===== config.mk =====
export PLATFORM = sky130hd
export DESIGN_NAME = oct_sw_ctrl
export DESIGN_NICKNAME = d
export VERILOG_FILES = /design/src/rtl/oct_sw_pkg.sv /design/src/rtl/oct_sw_cmd.sv /design/src/rtl/oct_sw_chan.sv /design/src/rtl/oct_sw_ctrl.sv
export SDC_FILE = /design/constraint.sdc
export NUM_CORES = 1
export LEC_CHECK = 0
export ABC_AREA = 1
export BUFFER_PORTS_ARGS = -buffer_cell sky130_fd_sc_hd__buf_2
export CAP_MARGIN = 0
export CORE_ASPECT_RATIO = 1.4
export CORE_UTILIZATION = 40
export CTS_CLUSTER_SIZE = 20
export DETAILED_ROUTE_END_ITERATION = 8
export SLEW_MARGIN = 40
export SYNTH_ARGS = -nofsm -noshare
export SYNTH_HDL_FRONTEND = slang
export SYNTH_SLANG_ARGS = --single-unit

===== constraint.sdc =====
create_clock -name clk -period 2.9 [get_ports clk]
set_input_delay 0.58 -clock clk [delete_from_list [all_inputs] [get_ports clk]]
set_output_delay 0.58 -clock clk [all_outputs]
set_load 0.005 [all_outputs]

===== src/rtl/oct_sw_pkg.sv =====
package oct_sw_pkg;

    localparam int NCH   = 8;
    localparam int NPAR  = 4;
    localparam int TGT_W = $clog2(NCH);

    typedef enum logic {
        OVL_REPORT   = 1'b0,
        OVL_SHUTDOWN = 1'b1
    } ovl_mode_e;

    typedef struct packed {
        logic [NCH-1:0]   src_par;
        ovl_mode_e        mode;
        logic [TGT_W-1:0] in4_tgt;
    } cfg_t;

    localparam logic [NCH-1:0]   SRC_RST = NCH'((1 << NPAR) - 1);
    localparam logic [TGT_W-1:0] TGT_RST = TGT_W'(NPAR - 1);

    function automatic int max_of(input int a, input int b);
        return (a > b) ? a : b;
    endfunction

endpackage


===== src/rtl/oct_sw_cmd.sv =====
module oct_sw_cmd
    import oct_sw_pkg::*;
(
    input  logic             clk,
    input  logic             rst_n,
    input  logic [NPAR-1:0]  par_in,
    input  logic             pol_high,
    input  logic [NCH-1:0]   src_sel,
    input  logic             ovl_mode,
    input  logic [TGT_W-1:0] in4_tgt,
    input  logic             onoff_wr,
    input  logic [NCH-1:0]   onoff_data,
    output ovl_mode_e        mode_q,
    output logic [NCH-1:0]   cmd
);

    cfg_t           cfg_q;
    logic [NCH-1:0] onoff_q;
    logic [NPAR-1:0] pin_act;
    logic [NCH-1:0] par_cmd;

    always_ff @(posedge clk) begin
        if (!rst_n) begin
            cfg_q.src_par <= SRC_RST;
            cfg_q.mode    <= OVL_REPORT;
            cfg_q.in4_tgt <= TGT_RST;
            onoff_q       <= '0;
        end else begin
            cfg_q.src_par <= src_sel;
            cfg_q.mode    <= ovl_mode_e'(ovl_mode);
            cfg_q.in4_tgt <= in4_tgt;
            if (onoff_wr) onoff_q <= onoff_data;
        end
    end

    always_comb begin
        pin_act = pol_high ? par_in : ~par_in;
        par_cmd = '0;
        for (int i = 0; i < NPAR - 1; i++) par_cmd[i] = pin_act[i];
        par_cmd[cfg_q.in4_tgt] = par_cmd[cfg_q.in4_tgt] | pin_act[NPAR-1];
        cmd = (cfg_q.src_par & par_cmd) | (~cfg_q.src_par & onoff_q);
    end

    assign mode_q = cfg_q.mode;

    AST_SLEEP_CLEARS_ONOFF: assert property (@(posedge clk) !rst_n |=> (onoff_q == '0));
    AST_SLEEP_CFG_DEFAULT: assert property (@(posedge clk)
        !rst_n |=> (cfg_q.src_par == SRC_RST && cfg_q.in4_tgt == TGT_RST && cfg_q.mode == OVL_REPORT));

endmodule


===== src/rtl/oct_sw_chan.sv =====
module oct_sw_chan
    import oct_sw_pkg::*;
#(
    parameter int FILT_CNT = 3,
    parameter int OFF_CNT  = 5
) (
    input  logic      clk,
    input  logic      rst_n,
    input  logic      cmd,
    input  ovl_mode_e mode,
    input  logic      ot_flag,
    input  logic      ilim_flag,
    input  logic      flt_clr,
    output logic      gate_en,
    output logic      fault
);

    localparam int CMAX = max_of(FILT_CNT, OFF_CNT);
    localparam int CW   = $clog2(CMAX + 1);

    logic          cmd_prev;
    logic          ot_lat;
    logic          ol_lat;
    logic [CW-1:0] cnt;
    logic [CW-1:0] thr;
    logic          rise, ilim_on, ot_set, hit, ol_set;

    always_comb begin
        rise    = cmd & ~cmd_prev;
        ilim_on = cmd & ilim_flag;
        ot_set  = cmd & ot_flag;
        thr     = (mode == OVL_SHUTDOWN) ? CW'(OFF_CNT - 1) : CW'(FILT_CNT - 1);
        hit     = ilim_on && (cnt == thr);
        ol_set  = hit && (mode == OVL_SHUTDOWN);
    end

    always_ff @(posedge clk) begin
        if (!rst_n) begin
            cmd_prev <= 1'b0;
            ot_lat   <= 1'b0;
            ol_lat   <= 1'b0;
            cnt      <= '0;
            fault    <= 1'b0;
        end else begin
            cmd_prev <= cmd;
            if (!ilim_on)                 cnt <= '0;
            else if (cnt != CW'(CMAX))    cnt <= cnt + 1'b1;
            if (ot_set)      ot_lat <= 1'b1;
            else if (rise)   ot_lat <= 1'b0;
            if (ol_set)      ol_lat <= 1'b1;
            else if (rise)   ol_lat <= 1'b0;
            if (ot_set || hit) fault <= 1'b1;
            else if (flt_clr)  fault <= 1'b0;
        end
    end

    assign gate_en = rst_n & cmd & ~ot_lat & ~ol_lat;

    AST_OT_LATCH_HOLDS: assert property (@(posedge clk) disable iff (!rst_n)
        (ot_lat && !rise) |=> ot_lat);
    AST_OL_LATCH_HOLDS: assert property (@(posedge clk) disable iff (!rst_n)
        (ol_lat && !rise) |=> ol_lat);
    AST_OT_IGNORED_WHEN_OFF: assert property (@(posedge clk) disable iff (!rst_n)
        (!cmd && !ot_lat) |=> !ot_lat);
    AST_REPORT_NO_SHUTDOWN: assert property (@(posedge clk) disable iff (!rst_n)
        (mode == OVL_REPORT && !ol_lat) |=> !ol_lat);
    AST_FAULT_STICKY: assert property (@(posedge clk) disable iff (!rst_n)
        (fault && !flt_clr) |=> fault);
    AST_OL_SETS_FAULT: assert property (@(posedge clk) disable iff (!rst_n)
        (!ol_lat && !flt_clr) |=> (!ol_lat || fault));

endmodule


===== src/rtl/oct_sw_ctrl.sv =====
module oct_sw_ctrl
    import oct_sw_pkg::*;
#(
    parameter int FILT_CNT = 3,
    parameter int OFF_CNT  = 5
) (
    input  logic             clk,
    input  logic             rst_n,
    input  logic [NPAR-1:0]  par_in,
    input  logic             pol_high,
    input  logic [NCH-1:0]   src_sel,
    input  logic             ovl_mode,
    input  logic [TGT_W-1:0] in4_tgt,
    input  logic             onoff_wr,
    input  logic [NCH-1:0]   onoff_data,
    input  logic [NCH-1:0]   ot_flag,
    input  logic [NCH-1:0]   ilim_flag,
    input  logic             flt_clr,
    output logic [NCH-1:0]   gate_en,
    output logic [NCH-1:0]   fault_reg,
    output logic             fault_n
);

    ovl_mode_e      mode_q;
    logic [NCH-1:0] cmd;

    oct_sw_cmd u_cmd (
        .clk        (clk),
        .rst_n      (rst_n),
        .par_in     (par_in),
        .pol_high   (pol_high),
        .src_sel    (src_sel),
        .ovl_mode   (ovl_mode),
        .in4_tgt    (in4_tgt),
        .onoff_wr   (onoff_wr),
        .onoff_data (onoff_data),
        .mode_q     (mode_q),
        .cmd        (cmd)
    );

    for (genvar g = 0; g < NCH; g++) begin : g_chan
        oct_sw_chan #(
            .FILT_CNT (FILT_CNT),
            .OFF_CNT  (OFF_CNT)
        ) u_chan (
            .clk       (clk),
            .rst_n     (rst_n),
            .cmd       (cmd[g]),
            .mode      (mode_q),
            .ot_flag   (ot_flag[g]),
            .ilim_flag (ilim_flag[g]),
            .flt_clr   (flt_clr),
            .gate_en   (gate_en[g]),
            .fault     (fault_reg[g])
        );
    end

    assign fault_n = ~|fault_reg;

    AST_SLEEP_FAULTS_CLEAR: assert property (@(posedge clk) !rst_n |=> (fault_reg == '0 && fault_n));
    AST_SLEEP_GATES_OFF: assert property (@(posedge clk) !rst_n |-> (gate_en == '0));

endmodule


==> impl_metrics.ini, run 1 <==
[status]
outcome = finished clean

[routing]
routed_via_density = 4.78
drc = 0
postRouteAntennaNets = 0
drt_wl_total_mm = 8.13
drtPass1Iterations = 4
first_iter_violations = 138
dr_total_vias = 3081
wire_per_inst_um = 12.6

[clock_network]
cts_root_buffer = clkbuf_16
post_cts_buffers = 0
cts_max_path_buffers = 2
hold_buffers = 0
tritoncts = done
clkTransAtPathRegs_ns = 0.06
clk_latency_ns = 0.33
clock_sinks = 76
cts_buffers = 9
htreeDepth = 3
post_cts_resized = 0

[cells_and_area]
drive_gt1_share_pct = 28.6
reg.largest.list = g_chan.u_chan.cnt x24, u_cmd.cfg_q x11
antennaDiodeCount = 0
final_cell_mix = nand2_1, dfxtp_1, inv_1, buf_2, a21oi_1
top_register = g_chan.u_chan.cnt
largest_reg_flops = 24
nets = 594
layout_commonest_cell = nand2_1
area_growth_pct = 17.9
final_cells = 645

[global_routing]
overflow = 0
antenna_found_initial = 0
grt_pass1_wl_mm = 13.6
gr-usage-all-layers_pct = 17.9
grt_pass1_vias = 3028
grt_max_degree = 26

[timing]
report.final.slew_viol_count = 0
tns_ns = 0
layout_setup_ws_ns = 0.389
max_freq_mhz = 398
setup_violations = 0
rsz0062_at_grt = false
final.setup_skew_ns = 0.00676
slew_headroom_pct = 70.4
hold_viol_final = 0
post-route-period-util_pct = 86.6
fin_crit_ns = 2.51
tightest_slew_ns = 0.443

[critical_path]
endpoint_kind = output pin
cp-start-kind = input port
cp_data_required_time_ns = 2.32
cp_max_fo = 5
arrival_ns = 1.93
worstSetupPathType = input port to output pin

[logic_synthesis]
syn_area_per_cell_um2 = 7.76
yosys.area.top_type_share_pct = 40.8
yosys_warnings = 0
yosys.area.top_type = dfxtp_1
syn_area_mm2 = 0.00373
synthTopCellsByArea = dfxtp_1, nand2_1, inv_1
seq_area_frac_synth_pct = 40.8
ys_ff_latch = 76
synth_cell_types = 32
synth_nets = 542
synthCells = 481

[min_path]
hold_class = input port to flip-flop

[power_and_ir_drop]
switching_share_pct = 22.7
combPwrFrac_pct = 9.4
irDropWorstVdd_mv = 0.327
p_leak_nw = 2.07
pwr-share-clk_pct = 49.0
power_switching_uw = 609
power_mw = 2.68
power_frac_seq_pct = 41.5
internal-power_mw = 2.07
p_per_area_mw_per_mm2 = 610

[floorplanning]
dieArea_mm2 = 0.00973
coreArea_mm2 = 0.00903
pin_count = 62
dieHeight_um = 116
rows = 41
die_w_um = 83.7
initial_core_util_pct = 41.4

[placed_design]
dp.cells = 629
io_buffers = 61
preCtsSetupSlack_ns = 0.354
dp_hpwl_mm = 6.09
globalplace.congestion = 0.797

[job]
maxCapViolCount = 0
critical path, stage by stage:
cell and delay (ns):
buf_2 0.13, xnor2_1 0.32, nand3_1 0.22, o22ai_2 0.26, nand2_2 0.09, nor3_1 0.18, buf_2 0.15
layer usage:
layer / part of all wire [%] / track usage [%] / wire length [um]
met1: 43 / 20.7 / 3490
met2: 50 / 31.4 / 4070
met3: 4.7 / 3.60 / 380
met4: 2.4 / 9.60 / 193
met5: 0 / 0 / 0
synthesized netlist by cell type, drive strengths merged:
| library cell | instances |
|---|---|
| or2 | 7 |
| buf | 20 |
| mux2i | 2 |
| nor3 | 11 |
| xor2 | 4 |
| a21oi | 46 |
| o21ai | 14 |
| clkbuf | 4 |
| nand2 | 123 |
| nor2 | 31 |
| nand3b | 2 |
| a21boi | 2 |
| ha | 16 |
| nor4 | 5 |
| inv | 75 |
| o22ai | 4 |
| a211oi | 4 |
| nor3b | 3 |
| nand3 | 24 |
| xnor2 | 8 |
| dfxtp | 76 |
final timing paths:
| check | start | endpoint | slack, ns | cells past startpoint |
|---|---|---|---|---|
| worst max-delay path | pol_high | gate_en[6] | 0.39 | 7 |
| worst min-delay path | src_sel[3] | u_cmd.cfg_q[7] | 0.43 | 2 |
| worst min register to register | g_chan[4].u_chan.ol_lat | g_chan[4].u_chan.ol_lat | 0.47 | 2 |
| worst max register to register | u_cmd.mode_q | g_chan[0].u_chan.ol_lat | 1.23 | 6 |
metrics by stage:
stage | hold slack [ns] | instance area (um2) | utilization [%]
finish | 0.427 | 4400 | 48.7
global route | 0.429 | 4400 | 48.7
CTS | 0.420 | 4400 | 48.7
detailed placement | 0.459 | 4050 | 44.8
global placement | 0.453 | 4050 | 44.8
floorplan | 0.439 | 3730 | -
kinds of logic after synthesis:
kind of cell / share of synthesized area [%]
compound gates: 12.6
xor+xnor: 2.81
fa+ha+maj: 5.36
buf+inv: 11.7
flops: 40.8
mux: 0.536
simple gates: 26.3
layout make-up:
type,count,area [um2]
clock buffer,12,256
clock inverter,4,95.1
fill,902,4630
inverter,75,282
multi-input combinational,306,1780
sequential,76,1520
tap,107,134
timing repair buffer,65,335
power by group through the flow:
| stage | clock, mW | combinational, mW | sequential (mW) |
|---|---|---|---|
| finish | 1.32 | 0.253 | 1.11 |
| floorplan | 0 | 0.182 | 1.13 |
| CTS | 1.34 | 0.257 | 1.11 |
| global placement | 0 | 0.252 | 1.14 |
| global route | 1.38 | 0.288 | 1.12 |
| detailed placement | 0 | 0.255 | 1.14 |
No activity file was read; power rests on OpenSTA's default activity.
==> run 2, diff against run 1 <==
ABC_AREA = unset   (was 1)
PLACE_DENSITY_LB_ADDON = 0.05   (was unset)
==> impl_metrics.ini, run 2 <==
[status]
outcome = finished clean

[timing]
tns_ns = 0
rsz0062_at_grt = false
max_freq_mhz = 396
fin_crit_ns = 2.53
slew_headroom_pct = 67.0
hold_viol_final = 0
post-route-period-util_pct = 87.1
tightest_slew_ns = 0.494
report.final.slew_viol_count = 0
setup_violations = 0
layout_setup_ws_ns = 0.374
final.setup_skew_ns = 0.00593

[global_routing]
met2_usage_pct = 32.7
grt_max_degree = 37
use_met1_pct = 20.2
antenna_found_initial = 0
grt_pass1_wl_mm = 13.5
gr-usage-all-layers_pct = 18.0
grt.busiest_layer = met2
overflow = 0
grt_pass1_vias = 2874
met3_usage_pct = 3.04

[clock_network]
tritoncts = done
clkTransAtPathRegs_ns = 0.05
cts_max_path_buffers = 2
post_cts_resized = 0
htreeDepth = 3
hold_buffers = 0
clk_latency_ns = 0.33
post_cts_buffers = 0
cts_root_buffer = clkbuf_16
clock_sinks = 76
cts_buffers = 9

[floorplanning]
dieHeight_um = 116
rows = 41
initial_core_util_pct = 41.4
dieArea_mm2 = 0.00975
die_w_um = 83.7
pin_count = 62
coreArea_mm2 = 0.00903

[placed_design]
dp_hpwl_mm = 6.27
globalplace.congestion = 0.751
preCtsSetupSlack_ns = 0.469
dpl_cell_area_mm2 = 0.00405
io_buffers = 61

[cells_and_area]
top_register = g_chan.u_chan.cnt
fillCellCount = 881
stdcell_area_mm2 = 0.00430
register_area_mm2 = 0.00152
area_growth_pct = 14.8
multi_input_area_mm2 = 0.00196
drive_gt1_share_pct = 20.9
nets = 524
final_cell_mix = dfxtp_1, buf_2, nor2_1, nand2_1
antennaDiodeCount = 0
reg.largest.list = g_chan.u_chan.cnt x24, u_cmd.cfg_q x11
layout_commonest_cell = dfxtp_1
largest_reg_flops = 24

[routing]
first_iter_violations = 95
postRouteAntennaNets = 0
drc = 0
drtPass1Iterations = 4
dr_total_vias = 3024
routed_via_density = 5.30
drt_wl_total_mm = 8.30
wire_per_inst_um = 14.5

[logic_synthesis]
synthTopCellsByArea = dfxtp_1, ha_1, nor2_1
synth_ff_type = dfxtp_1
yosys.area.top_type = dfxtp_1
syn_area_mm2 = 0.00374
async_flop_share_pct = 0
yosys-top-cells-count = dfxtp_1, nor2_1, nand2_1
yosys.area.top_type_share_pct = 40.7
ys_ff_latch = 76
yosys_warnings = 0
synth_nets = 475
synth_cell_types = 47
seq_area_frac_synth_pct = 40.7
syn_area_per_cell_um2 = 9.04
synth.most_common_cell = dfxtp_1
synthCells = 414
synth-edff-count = 0

[critical_path]
r2r_setup_slack_ns = 1.25
endpoint_kind = output pin
rr_endpoint = g_chan[1].u_chan.fault
cpLargestDelayFamily = simple AND/OR/NAND/NOR gates
cp-start-kind = flip-flop
r2r_start = u_cmd.cfg_q[2]
arrival_ns = 1.95
cp_cell_sequence = nor3b_1, nand2b_1, a31oi_2, nor4_1, buf_2
cp_max_fo = 12
critical-path-max-stage-delay_ns = 0.46
worstSetupPathType = flip-flop to output pin
reg2reg_depth = 4
cp_num_buf_inv = 1
cp_data_required_time_ns = 2.32
critPathSlowestCell = dfxtp_1

[power_and_ir_drop]
p_leak_nw = 1.84
irDropWorstVdd_mv = 0.304
p_per_area_mw_per_mm2 = 545

[min_path]
min_delay_path_depth = 2
hold_class = input port to flip-flop
min_from = src_sel[1]
hold_end = u_cmd.cfg_q[5]

[job]
maxCapViolCount = 0
## run 2: kinds of logic after synthesis
kind of cell    after synthesis  synth area share, %
buf+inv                      49                 6.82
mux                           8                 2.14
fa+ha+maj                    16                 5.35
xor+xnor                     12                 3.31
flops                        76                 40.7
simple gates                170                 24.5
compound gates               83                 17.2
## run 2: layout make-up
| class | instances | share of cell area [%] |
|---|---|---|
| inverters | 19 | 1.66 |
| clock buffers | 12 | 5.74 |
| multi-input cells | 289 | 45.7 |
| well taps | 107 | 3.12 |
| repair buffers | 68 | 8.33 |
| flip-flops and latches | 76 | 35.4 |
## run 2: per-stage QoR
step	instances	utilization, %	hold slack, ns	total power [mW]
finish	571	47.6	0.431	2.34
global route	571	47.6	0.425	2.44
CTS	571	47.6	0.423	2.37
detailed placement	559	44.8	0.461	1.39
global placement	559	44.8	0.448	1.39
floorplan	414	-	0.433	1.30
## run 2: metal layers
layer	vias to the layer above	share of wire, %
met5	-	0
met4	0	2.6
met3	16	3.1
met2	55	51
met1	1412	43
li1	1541	-
## run 2: how the worst max path moves through the flow
| stage | start | end | cells after the start |
|---|---|---|---|
| after floorplan | pol_high | gate_en[2] | 6 |
| after global placement | par_in[3] | gate_en[3] | 5 |
| after detailed placement | pol_high | gate_en[1] | 6 |
| after CTS | u_cmd.cfg_q[2] | gate_en[2] | 5 |
| after global routing | u_cmd.cfg_q[2] | gate_en[2] | 5 |
| final | u_cmd.cfg_q[2] | gate_en[1] | 5 |
## run 2: power by group
group / switching, mW / internal (mW) / leakage [nW]
Sequential: 0.0375 / 1.08 / 0.621
Combinational: 0.128 / 0.112 / 1.10
Clock: 0.395 / 0.584 / 0.120
